File: config.mk
export PLATFORM = sky130hd
export DESIGN_NAME = clk_stop_gate
export DESIGN_NICKNAME = d
export VERILOG_FILES = /design/src/rtl/stop_gate_pkg.sv /design/src/rtl/sg_sync_chain.sv /design/src/rtl/sg_delay_line.sv /design/src/rtl/sg_run_ctrl.sv /design/src/rtl/sg_gate.sv /design/src/rtl/clk_stop_gate.sv
export SDC_FILE = /design/constraint.sdc
export NUM_CORES = 1
export LEC_CHECK = 0
export CORE_AREA = 4 4 41 43
export CTS_CLUSTER_SIZE = 14
export DETAILED_ROUTE_END_ITERATION = 8
export DIE_AREA = 0 0 45 47
export HOLD_SLACK_MARGIN = 0.05
export SLEW_MARGIN = 0
export SYNTH_ARGS = -nofsm -noshare
export SYNTH_HDL_FRONTEND = slang
export SYNTH_SLANG_ARGS = --single-unit
File: constraint.sdc
create_clock -name clk_in -period 3.6 [get_ports clk_in]
set_input_delay 0.54 -clock clk_in [delete_from_list [all_inputs] [get_ports clk_in]]
set_output_delay 0.54 -clock clk_in [all_outputs]
set_load 0.01 [all_outputs]
File: src/rtl/stop_gate_pkg.sv
package stop_gate_pkg;
   typedef enum logic {
      GATE_PARKED  = 1'b0,
      GATE_RUNNING = 1'b1
   } gate_state_e;
endpackage

File: src/rtl/sg_sync_chain.sv
module sg_sync_chain #(
   parameter int   STAGES  = 2,
   parameter logic RST_VAL = 1'b0
) (
   input  logic clk,
   input  logic rst_n,
   input  logic d,
   output logic q
);
   generate
      if (STAGES < 2) begin : g_bad_stages
         $error("sg_sync_chain: STAGES must be at least 2");
      end
   endgenerate

   logic [STAGES-1:0] sh_q;

   always_ff @(posedge clk or negedge rst_n) begin
      if (!rst_n) sh_q <= {STAGES{RST_VAL}};
      else        sh_q <= {sh_q[STAGES-2:0], d};
   end

   assign q = sh_q[STAGES-1];
endmodule

File: src/rtl/sg_delay_line.sv
module sg_delay_line #(
   parameter int   DEPTH   = 1,
   parameter logic RST_VAL = 1'b0
) (
   input  logic clk,
   input  logic rst_n,
   input  logic d,
   output logic q
);
   generate
      if (DEPTH < 1) begin : g_bad_depth
         $error("sg_delay_line: DEPTH must be at least 1");
      end
   endgenerate

   logic [DEPTH-1:0] dl_q;

   generate
      if (DEPTH == 1) begin : g_single
         always_ff @(posedge clk or negedge rst_n) begin
            if (!rst_n) dl_q <= RST_VAL;
            else        dl_q <= d;
         end
      end else begin : g_multi
         always_ff @(posedge clk or negedge rst_n) begin
            if (!rst_n) dl_q <= {DEPTH{RST_VAL}};
            else        dl_q <= {dl_q[DEPTH-2:0], d};
         end
      end
   endgenerate

   assign q = dl_q[DEPTH-1];
endmodule

File: src/rtl/sg_run_ctrl.sv
module sg_run_ctrl
   import stop_gate_pkg::*;
#(
   parameter int MIN_RUN = 10
) (
   input  logic clk,
   input  logic rst_n,
   input  logic run_req,
   input  logic keep_req,
   input  logic force_s,
   output logic en_req
);
   localparam int CW = $clog2(MIN_RUN + 1);
   localparam logic [CW-1:0] RUN_TGT  = CW'(MIN_RUN);
   localparam logic [CW-1:0] RUN_LAST = CW'(MIN_RUN - 1);

   generate
      if (MIN_RUN < 1) begin : g_bad_run
         $error("sg_run_ctrl: MIN_RUN must be at least 1");
      end
   endgenerate

   gate_state_e   state_q, state_d;
   logic [CW-1:0] cnt_q, cnt_d, cnt_inc;

   always_comb begin
      cnt_inc = (cnt_q == RUN_TGT) ? cnt_q : cnt_q + 1'b1;
      state_d = state_q;
      cnt_d   = cnt_q;
      case (state_q)
         GATE_PARKED: begin
            cnt_d = '0;
            if (run_req && !force_s) state_d = GATE_RUNNING;
         end
         GATE_RUNNING: begin
            cnt_d = cnt_inc;
            if (force_s || (!keep_req && cnt_inc == RUN_TGT)) begin
               state_d = GATE_PARKED;
               cnt_d   = '0;
            end
         end
         default: begin
            state_d = GATE_PARKED;
            cnt_d   = '0;
         end
      endcase
   end

   always_ff @(posedge clk or negedge rst_n) begin
      if (!rst_n) begin
         state_q <= GATE_PARKED;
         cnt_q   <= '0;
      end else begin
         state_q <= state_d;
         cnt_q   <= cnt_d;
      end
   end

   assign en_req = (state_q == GATE_RUNNING);


   min_run_chk: assert property (@(posedge clk) disable iff (!rst_n)
      ($fell(en_req) && !$past(force_s)) |-> ($past(cnt_q) >= RUN_LAST))
      else $error("min run violated");


   force_park_chk: assert property (@(posedge clk) disable iff (!rst_n)
      force_s |=> !en_req)
      else $error("force did not park");


   start_cause_chk: assert property (@(posedge clk) disable iff (!rst_n)
      $rose(en_req) |-> ($past(run_req) && !$past(force_s)))
      else $error("start without request");


   cnt_bound_chk: assert property (@(posedge clk) disable iff (!rst_n)
      cnt_q <= RUN_TGT)
      else $error("run counter overflow");
endmodule

File: src/rtl/sg_gate.sv
module sg_gate (
   input  logic clk,
   input  logic rst_n,
   input  logic en_req,
   output logic clk_gated
);
   logic en_q;

   always_ff @(negedge clk or negedge rst_n) begin
      if (!rst_n) en_q <= 1'b0;
      else        en_q <= en_req;
   end

   assign clk_gated = clk & en_q;


   phase_align_chk: assert property (@(posedge clk) disable iff (!rst_n)
      en_q == en_req)
      else $error("enable changed outside low phase");
endmodule

File: src/rtl/clk_stop_gate.sv
module clk_stop_gate #(
   parameter int SYNC_STAGES = 2,
   parameter int MIN_RUN     = 10,
   parameter int ON_EXTRA    = 0,
   parameter int OFF_EXTRA   = 0
) (
   input  logic clk_in,
   input  logic rst_n,
   input  logic stop_n,
   input  logic force_low,
   output logic clk_gated,
   output logic clk_free
);
   generate
      if (ON_EXTRA < 0 || OFF_EXTRA < 0) begin : g_bad_extra
         $error("clk_stop_gate: extra delays must not be negative");
      end
   endgenerate

   logic run_s, force_s, on_tap, off_tap, en_req;

   sg_sync_chain #(.STAGES(SYNC_STAGES), .RST_VAL(1'b0)) u_stop_sync (
      .clk(clk_in), .rst_n(rst_n), .d(stop_n), .q(run_s));

   sg_sync_chain #(.STAGES(SYNC_STAGES), .RST_VAL(1'b0)) u_force_sync (
      .clk(clk_in), .rst_n(rst_n), .d(force_low), .q(force_s));

   generate
      if (ON_EXTRA == 0) begin : g_on_direct
         assign on_tap = run_s;
      end else begin : g_on_delay
         sg_delay_line #(.DEPTH(ON_EXTRA), .RST_VAL(1'b0)) u_on_dl (
            .clk(clk_in), .rst_n(rst_n), .d(run_s), .q(on_tap));
      end
      if (OFF_EXTRA == 0) begin : g_off_direct
         assign off_tap = run_s;
      end else begin : g_off_delay
         sg_delay_line #(.DEPTH(OFF_EXTRA), .RST_VAL(1'b0)) u_off_dl (
            .clk(clk_in), .rst_n(rst_n), .d(run_s), .q(off_tap));
      end
   endgenerate

   sg_run_ctrl #(.MIN_RUN(MIN_RUN)) u_ctrl (
      .clk(clk_in), .rst_n(rst_n), .run_req(on_tap), .keep_req(off_tap),
      .force_s(force_s), .en_req(en_req));

   sg_gate u_gate (
      .clk(clk_in), .rst_n(rst_n), .en_req(en_req), .clk_gated(clk_gated));

   assign clk_free = clk_in;
endmodule

==> results by group <==
Run status
  – Status: completed

Worst setup path
  – Critical path startpoint category: flop
  – Crit path depth: 2
  – Crit Path Category: flop to output pin
  – Worst r2r src: u_ctrl.en_req
  – Critical Path, Cell by Cell: and2_1 -> dlygate4sd2_1
  – Critical Path AT: 2.92 ns
  – R2R setup slack: 1.25 ns
  – Worst setup path end: clk_gated
  – R2R depth: 0
  – Crit. Startpoint: u_gate.en_q
  – Worst EP required: 3.06 ns
  – WP buf/inv: 1
  – Longest individual stage delay on the worst path: 0.37 ns
  – Critical-path maximum fanout: 1
  – Reg2reg end: u_gate.en_q
  – Slowest cell on crit path: dfrtn_1
  – Family with the most delay on the worst path: flip-flops
  – Worst Setup End Kind: output pin

Synth
  – Syn Area/Cell: 13.53 um^2
  – Leading area contributor after synthesis: dfrtp_1
  – Synth top area share: 52.02%
  – Sequential area share after synthesis: 57.80%
  – Mapped Area: 432.9 um^2
  – Post-Syn Instances: 32
  – Syn nets: 38
  – Ys Warns: 0
  – Synth Register Bits: 10
  – Synth unique cells: 21
  – Top cells by area, synth: dfrtp_1 52%, a2111oi_4 6.4%, dfrtn_1 5.8%, ha_1 5.8%, xnor2_1 4.0%

Die
  – Die W: 45 um
  – Initial Utilization: 33.27%
  – Io pins: 6
  – Die H: approximately 47 um
  – Core ar.: 0.001301 mm^2
  – Site Rows: 13
  – Die ar.: 0.002115 mm^2

Timing
  – RSZ-0062 raised after global routing: false
  – Setup violators final: 0
  – Fin. Hold Viols: 0
  – Worst hold slack: roughly 0.35 ns
  – Slew Limit Headroom: 72.08%
  – Post-route setup slack: between 0.1 and 0.15 ns
  – Layout Skew: 0.01781 ns
  – Setup TNS: 0 ns
  – Final Max Slew Viols: 0
  – Worst-margin pin slew: 0.4174 ns

Flow run
  – Max Cap Violations: 0

Route
  – First drt pass iteration count: 2
  – DR WL/cell: 10.90 um
  – DRC: 0
  – Iteration-0 DRC Markers: 1
  – Vias per cell: 4.667
  – Routed Antenna Nets: 0
  – Final wirelength: 654 um
  – Via count: 280

Layout
  – # diodes: 0
  – Area growth, synth to finish: 27.75%
  – Layout cells sized above 1: 22.22%
  – Final Core Density: a little over two fifths
  – Nets: 51

Placed design
  – Final HPWL DP: 494.5 um
  – Port-buffer cells: 5
  – GPL Wtd Cong: 0.6852
  – Setup slack at placement: ~0.28 ns

CTS
  – Hold_buf cts: 0
  – Cts repair resizes: 1
  – CTS tree: yes
  – Worst-skew pair later-pin latency: 0.38 ns
  – Setup Fix Bufs, Post-CTS: 0
  – Clk pin slew, worst setup/hold paths: roughly 0.060 ns

Worst hold path
  – Hold crit path type: flop to flop

Global route
  – Number of global-route vias before repair: 349
  – GR Overflow Total: 0
  – Largest net degree at the start of global routing: 11
  – First-pass GRT wire length: approximately 1.3 mm
  – GRT Overall Usage: 10.74%
  – Antenna violations before repair: 0

Power
  – P_leak: approximately 0.24 nW
  – Cell Pwr Density: 575.3 mW/mm^2
  – Peak supply drop: 0.3002 mV
## state kept, by name (all words and copies together) (netlist names)
name               cells
u_ctrl.cnt_q           4
u_force_sync.sh_q      2
u_ctrl.en_req          1
u_stop_sync.sh_q       2
u_gate.en_q            1
## logic make-up after synthesis
logic type	share of synthesized area, %
flip-flops	57.80
AND/OR/NAND/NOR	12.72
AO/OA/AOI/OAI	15.03
XOR/XNOR	6.070
buffers and inverters	2.601
adder cells (fa/ha/maj)	5.779
## per-stage QoR
step	power [mW]	area [um^2]	cells
after floorplan	0.1555	432.9	32
after CTS	0.3298	553.0	60
after global routing	0.3493	553.0	60
after global placement	0.1749	494.2	51
final	0.3182	553.0	60
after detailed placement	0.1754	494.2	51
## worst min-delay path by stage
| stage | startpoint | to | slack, ns | depth (start not counted) |
|---|---|---|---|---|
| detailed placement | u_stop_sync.sh_q[0] | u_stop_sync.sh_q[1] | 0.34 | 0 |
| CTS | u_stop_sync.sh_q[0] | u_stop_sync.sh_q[1] | 0.36 | 0 |
| floorplan | rst_n | u_ctrl.cnt_q[0] | 0.24 | 0 |
| global placement | u_stop_sync.sh_q[0] | u_stop_sync.sh_q[1] | 0.34 | 0 |
| finish | u_force_sync.sh_q[0] | u_force_sync.sh_q[1] | 0.35 | 0 |
| global route | u_force_sync.sh_q[0] | u_force_sync.sh_q[1] | 0.37 | 0 |
## area by class of cell
| type | instances | area, um^2 |
|---|---|---|
| fill | 141 | 748.2 |
| timing repair buffer | 3 | 30.03 |
| clock buffer | 11 | 78.83 |
| sequential | 10 | 250.2 |
| inverter | 1 | 3.754 |
| multi-input combinational | 20 | 171.4 |
| tap | 15 | 18.77 |
## cells in the mapped netlist
master and count:
buf_4 1, a21oi_1 1, ha_1 2, a311oi_1 1
xor2_1 1, nor2_1 2, nor2b_1 1, inv_1 1
a211oi_1 1, o21bai_1 1, and2b_4 1, and2_1 1
nand3_1 1, dfrtp_1 9, nand3b_1 1, a41oi_1 1
xnor2_1 2, nand2_2 1, nand2b_1 1, a2111oi_4 1
dfrtn_1 1
## layer usage
metal	up-vias	wire length [um]	GRT usage [%]	share of wire (%)
met3	5	40	9.195	6.1
met4	0	40	19.30	6.1
met1	131	270	7.109	41
met2	8	303	13.28	46
met5	-	0	0	0
li1	136	-	-	-
## where the power goes
| group | total [mW] | internal, mW | switching [mW] |
|---|---|---|---|
| combinational | 0.0114 | 0.00588 | 0.00556 |
| clock | 0.187 | 0.121 | 0.0656 |
| sequential | 0.120 | 0.117 | 0.00290 |
## layout by cell type (no fill, tap or decap), drive strengths merged, types with 2 or more instances in the layout
cell type      Yosys  routed
clkdlybuf4s50      0       4
nor2               2       2
ha                 2       2
clkbuf             0       9
xnor2              2       2
dfrtp              9       9
(Power assumes the default switching activity.)
